===== src/rtl/phase_seq_pkg.sv =====
package phase_seq_pkg;
  localparam int NPH  = 4;  // sensing phases per period
  localparam int NRES = 6;  // visible result registers
  localparam int NBLK = 4;  // gated downstream blocks

  typedef enum logic [1:0] {
    PH_RED     = 2'd0,
    PH_RED_AMB = 2'd1,
    PH_IR      = 2'd2,
    PH_IR_AMB  = 2'd3
  } phase_e;
endpackage


===== src/rtl/seq_counter.sv =====
module seq_counter #(
  parameter int CW = 10
) (
  input  logic          clk,
  input  logic          rst_n,
  input  logic          tick,
  input  logic          enable,
  input  logic [CW-1:0] period_max,
  output logic [CW-1:0] cnt_q,
  output logic [CW-1:0] cnt_nx,
  output logic          run_q,
  output logic          adv
);
  logic run_nx;

  always_comb begin
    adv    = tick & run_q;
    run_nx = enable;
    cnt_nx = cnt_q;
    if (!enable) begin
      cnt_nx = '0;
    end else if (adv) begin
      cnt_nx = (cnt_q == period_max) ? '0 : cnt_q + 1'b1;
    end
  end

  always_ff @(posedge clk or negedge rst_n) begin
    if (!rst_n) begin
      cnt_q <= '0;
      run_q <= 1'b0;
    end else begin
      cnt_q <= cnt_nx;
      run_q <= run_nx;
    end
  end
endmodule


===== src/rtl/seq_window.sv =====
module seq_window #(
  parameter int CW = 10
) (
  input  logic          run,
  input  logic [CW-1:0] cnt,
  input  logic [CW-1:0] start,
  input  logic [CW-1:0] stop,
  output logic          win
);
  assign win = run && (cnt >= start) && (cnt < stop);
endmodule


===== src/rtl/seq_results.sv =====
module seq_results
  import phase_seq_pkg::*;
#(
  parameter int CW = 10,
  parameter int DW = 12
) (
  input  logic              clk,
  input  logic              rst_n,
  input  logic              adv,
  input  logic [CW-1:0]     cnt_nx,
  input  logic [NPH*CW-1:0] conv_stop,
  input  logic [CW-1:0]     publish_at,
  input  logic [DW-1:0]     adc_data,
  output logic [NRES*DW-1:0] results
);
  logic [DW-1:0] shd_q  [NPH];
  logic [DW-1:0] shd_nx [NPH];
  logic [DW-1:0] res_q  [NRES];
  logic [DW-1:0] res_nx [NRES];
  logic          publish;

  assign publish = adv && (cnt_nx == publish_at);

  always_comb begin
    for (int i = 0; i < NPH; i++) begin
      shd_nx[i] = shd_q[i];
      if (adv && (cnt_nx == conv_stop[i*CW +: CW])) shd_nx[i] = adc_data;
    end
    for (int k = 0; k < NRES; k++) res_nx[k] = res_q[k];
    if (publish) begin
      for (int i = 0; i < NPH; i++) res_nx[i] = shd_q[i];
      res_nx[4] = shd_q[PH_RED] - shd_q[PH_RED_AMB];
      res_nx[5] = shd_q[PH_IR]  - shd_q[PH_IR_AMB];
    end
  end

  always_ff @(posedge clk or negedge rst_n) begin
    if (!rst_n) begin
      for (int i = 0; i < NPH; i++)  shd_q[i] <= '0;
      for (int k = 0; k < NRES; k++) res_q[k] <= '0;
    end else begin
      for (int i = 0; i < NPH; i++)  shd_q[i] <= shd_nx[i];
      for (int k = 0; k < NRES; k++) res_q[k] <= res_nx[k];
    end
  end

  for (genvar k = 0; k < NRES; k++) begin : g_out
    assign results[k*DW +: DW] = res_q[k];
  end
endmodule


===== src/rtl/seq_cfg_check.sv =====
module seq_cfg_check
  import phase_seq_pkg::*;
#(
  parameter int CW          = 10,
  parameter int TICK_US     = 10,
  parameter int POST_MIN_US = 50,
  parameter int PRE_MIN_US  = 200
) (
  input  logic              clk,
  input  logic              rst_n,
  input  logic [CW-1:0]     period_max,
  input  logic [NPH*CW-1:0] samp_start,
  input  logic [NPH*CW-1:0] samp_stop,
  input  logic [NPH*CW-1:0] conv_start,
  input  logic [NPH*CW-1:0] conv_stop,
  input  logic [CW-1:0]     pdn_start,
  input  logic [CW-1:0]     pdn_stop,
  output logic              cfg_err
);
  localparam int XW = CW + 2;
  localparam logic [XW-1:0] POST_LIM = XW'(POST_MIN_US / TICK_US);
  localparam logic [XW-1:0] PRE_LIM  = XW'(PRE_MIN_US / TICK_US);

  logic [XW-1:0] span, post_gap, pre_gap;
  logic          err_order, err_post, err_pre, err_nx;

  always_comb begin
    err_order = 1'b0;
    for (int i = 0; i < NPH; i++) begin
      if (samp_stop[i*CW +: CW] <= samp_start[i*CW +: CW]) err_order = 1'b1;
      if (conv_stop[i*CW +: CW] <= conv_start[i*CW +: CW]) err_order = 1'b1;
      if (samp_stop[i*CW +: CW] >  conv_start[i*CW +: CW]) err_order = 1'b1;
      if (i < NPH - 1) begin
        if (conv_stop[i*CW +: CW] > conv_start[(i+1)*CW +: CW]) err_order = 1'b1;
      end
    end
    span     = XW'(period_max) + 1'b1;
    post_gap = XW'(pdn_start) - XW'(conv_stop[(NPH-1)*CW +: CW]);
    pre_gap  = span - XW'(pdn_stop) + XW'(samp_start[CW-1:0]);
    err_post = (pdn_start < conv_stop[(NPH-1)*CW +: CW]) || (post_gap <= POST_LIM);
    err_pre  = (XW'(pdn_stop) > span) || (pdn_stop <= pdn_start) || (pre_gap <= PRE_LIM);
    err_nx   = err_order | err_post | err_pre;
  end

  always_ff @(posedge clk or negedge rst_n) begin
    if (!rst_n) cfg_err <= 1'b0;
    else        cfg_err <= err_nx;
  end
endmodule


===== src/rtl/phase_seq.sv =====
module phase_seq
  import phase_seq_pkg::*;
#(
  parameter int CW          = 10,
  parameter int DW          = 12,
  parameter int TICK_US     = 10,
  parameter int POST_MIN_US = 50,
  parameter int PRE_MIN_US  = 200
) (
  input  logic                 clk,
  input  logic                 rst_n,
  input  logic                 tick,
  input  logic                 enable,
  input  logic [CW-1:0]        period_max,
  input  logic [4*CW-1:0]      samp_start,
  input  logic [4*CW-1:0]      samp_stop,
  input  logic [4*CW-1:0]      conv_start,
  input  logic [4*CW-1:0]      conv_stop,
  input  logic [CW-1:0]        pdn_start,
  input  logic [CW-1:0]        pdn_stop,
  input  logic [3:0]           pdn_sel,
  input  logic [DW-1:0]        adc_data,
  output logic [3:0]           samp_win,
  output logic [3:0]           conv_win,
  output logic                 adc_rst,
  output logic                 data_rdy,
  output logic                 pdn_win,
  output logic [3:0]           blk_en,
  output logic [6*DW-1:0]      results,
  output logic                 cfg_err
);
  logic [CW-1:0]  cnt, cnt_nx;
  logic           run, adv;
  logic [NPH-1:0] conv_hit;

  seq_counter #(.CW(CW)) u_cnt (
    .clk(clk), .rst_n(rst_n), .tick(tick), .enable(enable),
    .period_max(period_max), .cnt_q(cnt), .cnt_nx(cnt_nx),
    .run_q(run), .adv(adv)
  );

  for (genvar i = 0; i < NPH; i++) begin : g_ph
    seq_window #(.CW(CW)) u_samp (
      .run(run), .cnt(cnt),
      .start(samp_start[i*CW +: CW]), .stop(samp_stop[i*CW +: CW]),
      .win(samp_win[i])
    );
    seq_window #(.CW(CW)) u_conv (
      .run(run), .cnt(cnt),
      .start(conv_start[i*CW +: CW]), .stop(conv_stop[i*CW +: CW]),
      .win(conv_win[i])
    );
    assign conv_hit[i] = run && (cnt == conv_start[i*CW +: CW]);
  end

  seq_window #(.CW(CW)) u_pdn (
    .run(run), .cnt(cnt), .start(pdn_start), .stop(pdn_stop), .win(pdn_win)
  );

  assign adc_rst  = |conv_hit;
  assign data_rdy = conv_hit[PH_RED];
  assign blk_en   = ~({NBLK{pdn_win}} & pdn_sel);

  seq_results #(.CW(CW), .DW(DW)) u_res (
    .clk(clk), .rst_n(rst_n), .adv(adv), .cnt_nx(cnt_nx),
    .conv_stop(conv_stop), .publish_at(conv_start[CW-1:0]),
    .adc_data(adc_data), .results(results)
  );

  seq_cfg_check #(
    .CW(CW), .TICK_US(TICK_US), .POST_MIN_US(POST_MIN_US), .PRE_MIN_US(PRE_MIN_US)
  ) u_cfg (
    .clk(clk), .rst_n(rst_n), .period_max(period_max),
    .samp_start(samp_start), .samp_stop(samp_stop),
    .conv_start(conv_start), .conv_stop(conv_stop),
    .pdn_start(pdn_start), .pdn_stop(pdn_stop), .cfg_err(cfg_err)
  );
endmodule


===== config.mk =====
export PLATFORM = sky130hd
export DESIGN_NAME = phase_seq
export DESIGN_NICKNAME = d
export VERILOG_FILES = /design/src/rtl/phase_seq_pkg.sv /design/src/rtl/seq_counter.sv /design/src/rtl/seq_window.sv /design/src/rtl/seq_results.sv /design/src/rtl/seq_cfg_check.sv /design/src/rtl/phase_seq.sv
export SDC_FILE = /design/constraint.sdc
export NUM_CORES = 1
export LEC_CHECK = 0
export BUFFER_PORTS_ARGS = -buffer_cell sky130_fd_sc_hd__buf_2
export CAP_MARGIN = 20
export CORE_MARGIN = 4
export CORE_UTILIZATION = 40
export CTS_CLUSTER_DIAMETER = 60
export DETAILED_ROUTE_END_ITERATION = 10
export GPL_ROUTABILITY_DRIVEN = 0
export PLACE_DENSITY_LB_ADDON = 0.2
export REMOVE_ABC_BUFFERS = 1
export SLEW_MARGIN = 30
export SYNTH_ARGS = -nofsm -noshare
export SYNTH_HDL_FRONTEND = slang
export SYNTH_SLANG_ARGS = --single-unit

===== constraint.sdc =====
create_clock -name clk -period 9.5 [get_ports clk]
set_clock_uncertainty 0.1 [all_clocks]
set_input_delay 0 -clock clk [delete_from_list [all_inputs] [get_ports clk]]
set_output_delay 0 -clock clk [all_outputs]
set_load 0.01 [all_outputs]

# Yosys cells after proc, flatten, opt, wreduce, memory -nomap -nowiden
# Cells that the tools add are included.
# W data, S select, Z words.
classes:
  addsub: 7
  n_mul: 0
  div: 0
  order_cmp: 38
  n_eq_ne: 10
  shifts: 0
  mux: 18
  n_bitwise: 5
  reduce_logical: 31
op_table:
  columns: ["operator", "n"]
  rows:
  - ["$eq A10 B10 Y1", 10]
  - ["$lt A10 B10 Y1", 10]
  - ["$ge A10 B10 Y1", 9]
  - ["$le A10 B10 Y1", 9]
  - ["$gt A10 B10 Y1", 7]
  - ["$mux W10", 3]
  - ["$logic_and A1 B1 Y1", 27]
  - ["$sub A12 B12 Y12", 2]
  - ["$mux W1", 15]
  - ["$add A12 B10 Y12", 1]
  - ["$gt A10 B12 Y1", 1]
  - ["$le A12 B3 Y1 const B", 1]
  - ["$le A12 B5 Y1 const B", 1]
  - ["$sub A12 B10 Y12", 1]
  - ["$add A10 B1 Y11 const B", 1]
  - ["$sub A10 B10 Y11", 1]
  - ["$add A10 B1 Y10 const B", 1]
  - ["$and A4 B4 Y4", 1]
  - ["$not A4 Y4", 1]
  - ["$reduce_or A4 Y1", 1]
  - ["$logic_or A1 B1 Y1", 3]
  - ["$or A1 B1 Y1", 2]
  - ["$and A1 B1 Y1", 1]
totals:
  reg_bits: 132
  latchBits: 0
  ram_bits: 0
  mem_bits_ro: 0
  in_bits: 210
  memories: 0

# Longest topological paths before layout
logic_depth:
  word_depth: 18
  mapped_depth: 15

# Modules after synthesis
# Synthesis repeated with hierarchy kept, for this count alone.
hier_totals:
  cells_unflattened: 2042
  hier_area_um2: 16926.2
modules_own_cells:
  columns: ["mod", "n_inst", "cells_each", "area_each_um2", "seq_area_each_um2"]
  rows:
  - ["seq_results", 1, 622, 6158.4, 3002.9]
  - ["seq_cfg_check", 1, 702, 5347.6, 25.0]
  - ["seq_window (g_ph[0].u_conv ...)", 8, 66, 476.7, 0.0]
  - ["seq_counter", 1, 62, 648.1, 275.3]
  - ["seq_window (u_pdn)", 1, 66, 480.5, 0.0]
  - ["phase_seq", 1, 62, 478.0, 0.0]

# Worst setup path before layout
# Ideal clock, no wire load.
synth_path:
  path_kind: "reg-to-reg"
  start: "reg u_cnt.cnt_q[4]"
  end: "reg u_res.shd_q[14] (netlist bit)"
  setup_ns: 0.125
  arrival_ns: 3.024
  t_required_ns: 9.275
  slack_ns: 6.251
  path_stages_with_launch: 11
  synth_period_minus_slack_ns: 3.249
  cell_sequence: "dfrtp_1 > buf_2 > xnor2_1 > nand4_1 > or3_1 > and2_1 > a221oi_2 > nand2_1 > nor4_4 > buf_6 > mux2_4"
synth_between:
  elab_chain_cells: 6
synth_lines:
  columns: ["item", "line", "text"]
  rows:
  - ["start, declared", "seq_counter.sv:9", "output logic [CW-1:0] cnt_q,"]
  - ["start signal, assigned", "seq_counter.sv:32", "cnt_q <= cnt_nx;"]
  - ["$add A10 B1 Y10 / $eq A10 B10 Y1 (equally long branches)", "seq_counter.sv:23", "cnt_nx = (cnt_q == period_max) ? '0 : cnt_q + 1'b1;"]
  - ["$mux W10", "seq_counter.sv:23", null]
  - ["$mux W10 (*)", "seq_counter.sv:22", "end else if (adv) begin"]
  - ["$mux W10 (*)", "seq_counter.sv:20", "if (!enable) begin"]
  - ["$eq A10 B10 Y1 (*)", "seq_results.sv:27", "if (adv && (cnt_nx == conv_stop[i*CW +: CW])) shd_nx[i] = adc_data;"]
  - ["$logic_and A1 B1 Y1 (*)", "seq_results.sv:27", null]
  - ["end, declared", "seq_results.sv:16", "logic [DW-1:0] shd_q [NPH];"]
# Mark *: on every way between the ends. The rest lies on a longest branch, timed or not.
# A chain may end at the register's enable or synchronous reset.

# Worst setup path after layout
layout_path:
  start: "reg u_cnt.cnt_q[2]"
  end: "reg u_res.res_q (netlist bit u_res.results[51])"
layout_between:
  elab_chain_cells: 6
layout_lines:
  columns: ["item", "line", "text"]
  rows:
  - ["$add A10 B1 Y10 / $eq A10 B10 Y1 (equally long branches)", "seq_counter.sv:23", null]
  - ["$mux W10", "seq_counter.sv:23", null]
  - ["$mux W10 (*)", "seq_counter.sv:22", null]
  - ["$mux W10 (*)", "seq_counter.sv:20", null]
  - ["$eq A10 B10 Y1 (*)", "seq_results.sv:22", "assign publish = adv && (cnt_nx == publish_at);"]
  - ["$logic_and A1 B1 Y1 (*)", "seq_results.sv:22", null]
  - ["end, declared", "seq_results.sv:18", "logic [DW-1:0] res_q [NRES];"]
# Marked as above.

==> results.json <==
{
  "synth-xor-area-share_pct": 4.06,
  "synth.avg_cell_area_um2": 8.89,
  "path_cells": "buf_4 -> nand3_2 -> nor2_1 -> xnor2_1 -> a221oi_1 -> and3_1 -> nand4_1 -> nand4b_1 -> buf_4 -> buf_4 -> mux2_2",
  "crit_family": "buffers and inverters",
  "cp_slowest_stage_delay_ps": 750,
  "yosys.area_share.simple_pct": 12.0,
  "slew_viol_final": 0,
  "synthMuxAreaShare_pct": 5.92,
  "yosys_warnings": 0,
  "crit_arrival_ps": 4570,
  "cts_root_buffer": "clkbuf_16",
  "finalSetupViolCount": 0,
  "grt_max_degree": 76,
  "criticalPathCategory": "flip-flop to flip-flop",
  "row_count": 72,
  "syn2layout_area_growth_pct": 17.8,
  "hold_viol": 0,
  "ys_top_cells_by_count": "ha_1 (387), inv_1 (241), dfrtp_1 (132), a21oi_1 (118), o21ai_0 (117)",
  "yosysMostFrequentCell": "ha_1",
  "final.min_clock_period_ps": 4370,
  "ctsHtreeMaxLevel": 4,
  "dpl_cell_area_um2": 18000,
  "io_pins": 298,
  "synth_edf_count": 0,
  "drv_cap": 0,
  "fin_nets": 2720,
  "yosysSeqAreaShare_pct": 20.7,
  "final_area_um2": 18800,
  "yosysTopAreaCellShare_pct": 30.4,
  "rsz0062_at_grt": "false",
  "power_uw": 1740,
  "dr.pass1.iters": 6,
  "p_leak_uw": 0.0102,
  "cts_tree": "done",
  "die_area_um2": 43100,
  "fin_util_pct": 48.1,
  "grt_pass1_wl_um": 84400,
  "worst_setup_path_start_kind": "flip-flop",
  "endpoint_kind": "flip-flop",
  "clk_latency_ps": 430,
  "wl_per_cell_um": 20.7,
  "synth_top_family_by_area": "adder cells",
  "coreArea_um2": 39000,
  "yosys.area.top_type": "ha_1",
  "crit_slowest_cell": "dfrtp_1",
  "postCtsSetupBuffers": 0,
  "slew_headroom_pct": 18.7,
  "cts_buffers": 17,
  "yosysUniqueCellTypes": 70,
  "initial_utilization_pct": 40.9,
  "drtIter0Drc": 882,
  "cp_max_fo": 62,
  "syn-cell-area_um2": 15900,
  "fmax_ghz": 0.229,
  "dp_hpwl_um": 44400,
  "postSynthCellCount": 1794,
  "tns_ps": 0,
  "dp.cells": 2595,
  "drive_above_1_share_pct": 20.8,
  "cts_buffer_depth": 2,
  "drc_errors": 0,
  "async_flop_share_pct": 100,
  "drtAntennaViolNets": 0,
  "hp-class": "input port to async pin",
  "synthFlopType": "dfrtp_1",
  "antenna_found_initial": 6,
  "clk_pin_slew_worst_paths_ps": 80,
  "wl_um": 54700,
  "instances_no_fill": 2643,
  "fp.dieW_um": 208,
  "synth-compound-area-share_pct": 18.6,
  "port_buffers": 297,
  "worstMarginPinSlew_ps": 1190,
  "viasPerCell": 5.62,
  "grt_overflow": 0,
  "peakVddDrop_uv": 120,
  "ys_seq_elements": 132,
  "outcome": "finished, final reports clean",
  "timing.critical_path.buf_inv": 3,
  "cts_sinks": 132,
  "required_ps": 9700,
  "vias": 14853,
  "finalCritPeriodShare_pct": 46.0,
  "p_per_area_nw_per_um2": 92.5,
  "grt_usage_pct": 24.5,
  "synth_fa_ha_area_share_pct": 32.0,
  "worst_path_most_repeated_cell": "buf_4",
  "die_h_um": 208,
  "first_global_vias": 14991,
  "yosys-top-cells-area": "ha_1 (30%), dfrtp_1 (21%), inv_1 (5.7%), mux2_2 (4.6%), a21oi_1 (3.7%)"
}
==> cell usage in the layout (no fill, tap or decap), types with 23 or more instances in the layout <==
cell | synthesis | routed
xor2_1 | 23 | 23
inv_1 | 241 | 241
a21o_1 | 73 | 73
xnor2_1 | 49 | 49
a21oi_1 | 118 | 118
nand2_1 | 83 | 83
dfrtp_1 | 132 | 132
mux2_2 | 65 | 65
a2111oi_0 | 26 | 23
nor3_1 | 36 | 36
nor2_1 | 80 | 80
nand4_1 | 54 | 54
o21ai_0 | 117 | 117
nor2b_1 | 24 | 24
nand3_1 | 31 | 31
nand2b_1 | 25 | 25
ha_1 | 387 | 387
buf_2 | 14 | 296
==> metrics by stage <==
stage,setup WS [ps],hold WS (ps)
floorplan,3690,-396
global placement,5290,-101
detailed placement,5200,-92.9
CTS,5160,9.65
global route,4830,46.7
finish,5130,13.4
==> path summary, 6_finish.rpt <==
check,cells past startpoint,from,end,slack (ps)
setup / recovery,11,u_cnt.cnt_q[2],u_res.results[51],5130
hold / removal,2,rst_n,u_res.results[28],10
setup reg to reg,11,u_cnt.cnt_q[2],u_res.results[51],5130
hold reg to reg,2,u_res.results[66],u_res.results[66],370
max in group asynchronous,3,rst_n,u_cnt.cnt_q[5],8190
min in group clk,5,pdn_start[9],u_cfg.cfg_err,30
==> final cells by class <==
type / count / area, um^2
Clock buffer: 17 / 425
Antenna cell: 2 / 5.00
Tap cell: 518 / 648
Fill cell: 3789 / 20200
Timing Repair Buffer: 327 / 1760
Multi-Input combinational cell: 1391 / 11600
Sequential cell: 132 / 3300
Clock inverter: 15 / 160
Inverter: 241 / 905
==> metal layers <==
| metal | part of all wire [%] | up-vias | track usage (%) |
|---|---|---|---|
| met2 | 47 | 566 | 41.2 |
| met3 | 6.9 | 100 | 4.56 |
| met5 | 0.086 | - | 0 |
| met1 | 44 | 7028 | 32.1 |
| li1 | - | 7151 | - |
| met4 | 2.6 | 8 | 7.09 |
==> power by group <==
group | switching [uW] | total, uW | internal (uW) | leakage (uW)
Clock | 298 | 649 | 351 | 0.000283
Sequential | 4.52 | 569 | 564 | 0.00184
Combinational | 305 | 520 | 214 | 0.00813
Total | 608 | 1740 | 1130 | 0.0102
==> cells by family (layout without fill, tap and decap cells) <==
| logic type | count (synthesis) | in the layout |
|---|---|---|
| AOI/OAI and AO/OA | 462 | 462 |
| xor gates and xnor gates | 73 | 73 |
| adders and majority gates | 400 | 400 |
| buffers and inverters | 271 | 600 |
| DFF | 132 | 132 |
| muxes | 81 | 81 |
| other | 0 | 2 |
| and+or+nand+nor | 375 | 375 |
==> registers in the layout, summed over array words and instances (netlist names) <==
register / flops
u_cnt.cnt_q: 10
u_res.results: 72
u_cnt.run_q: 1
u_res.shd_q: 48
u_cfg.cfg_err: 1
==> what timing repair did <==
action                    4_1_cts  5_1_grt
resized for setup               0        0
hold buffers                   14        0
hold endpoints to repair      109        0
Note: power is estimated with default switching activity, not from simulation.
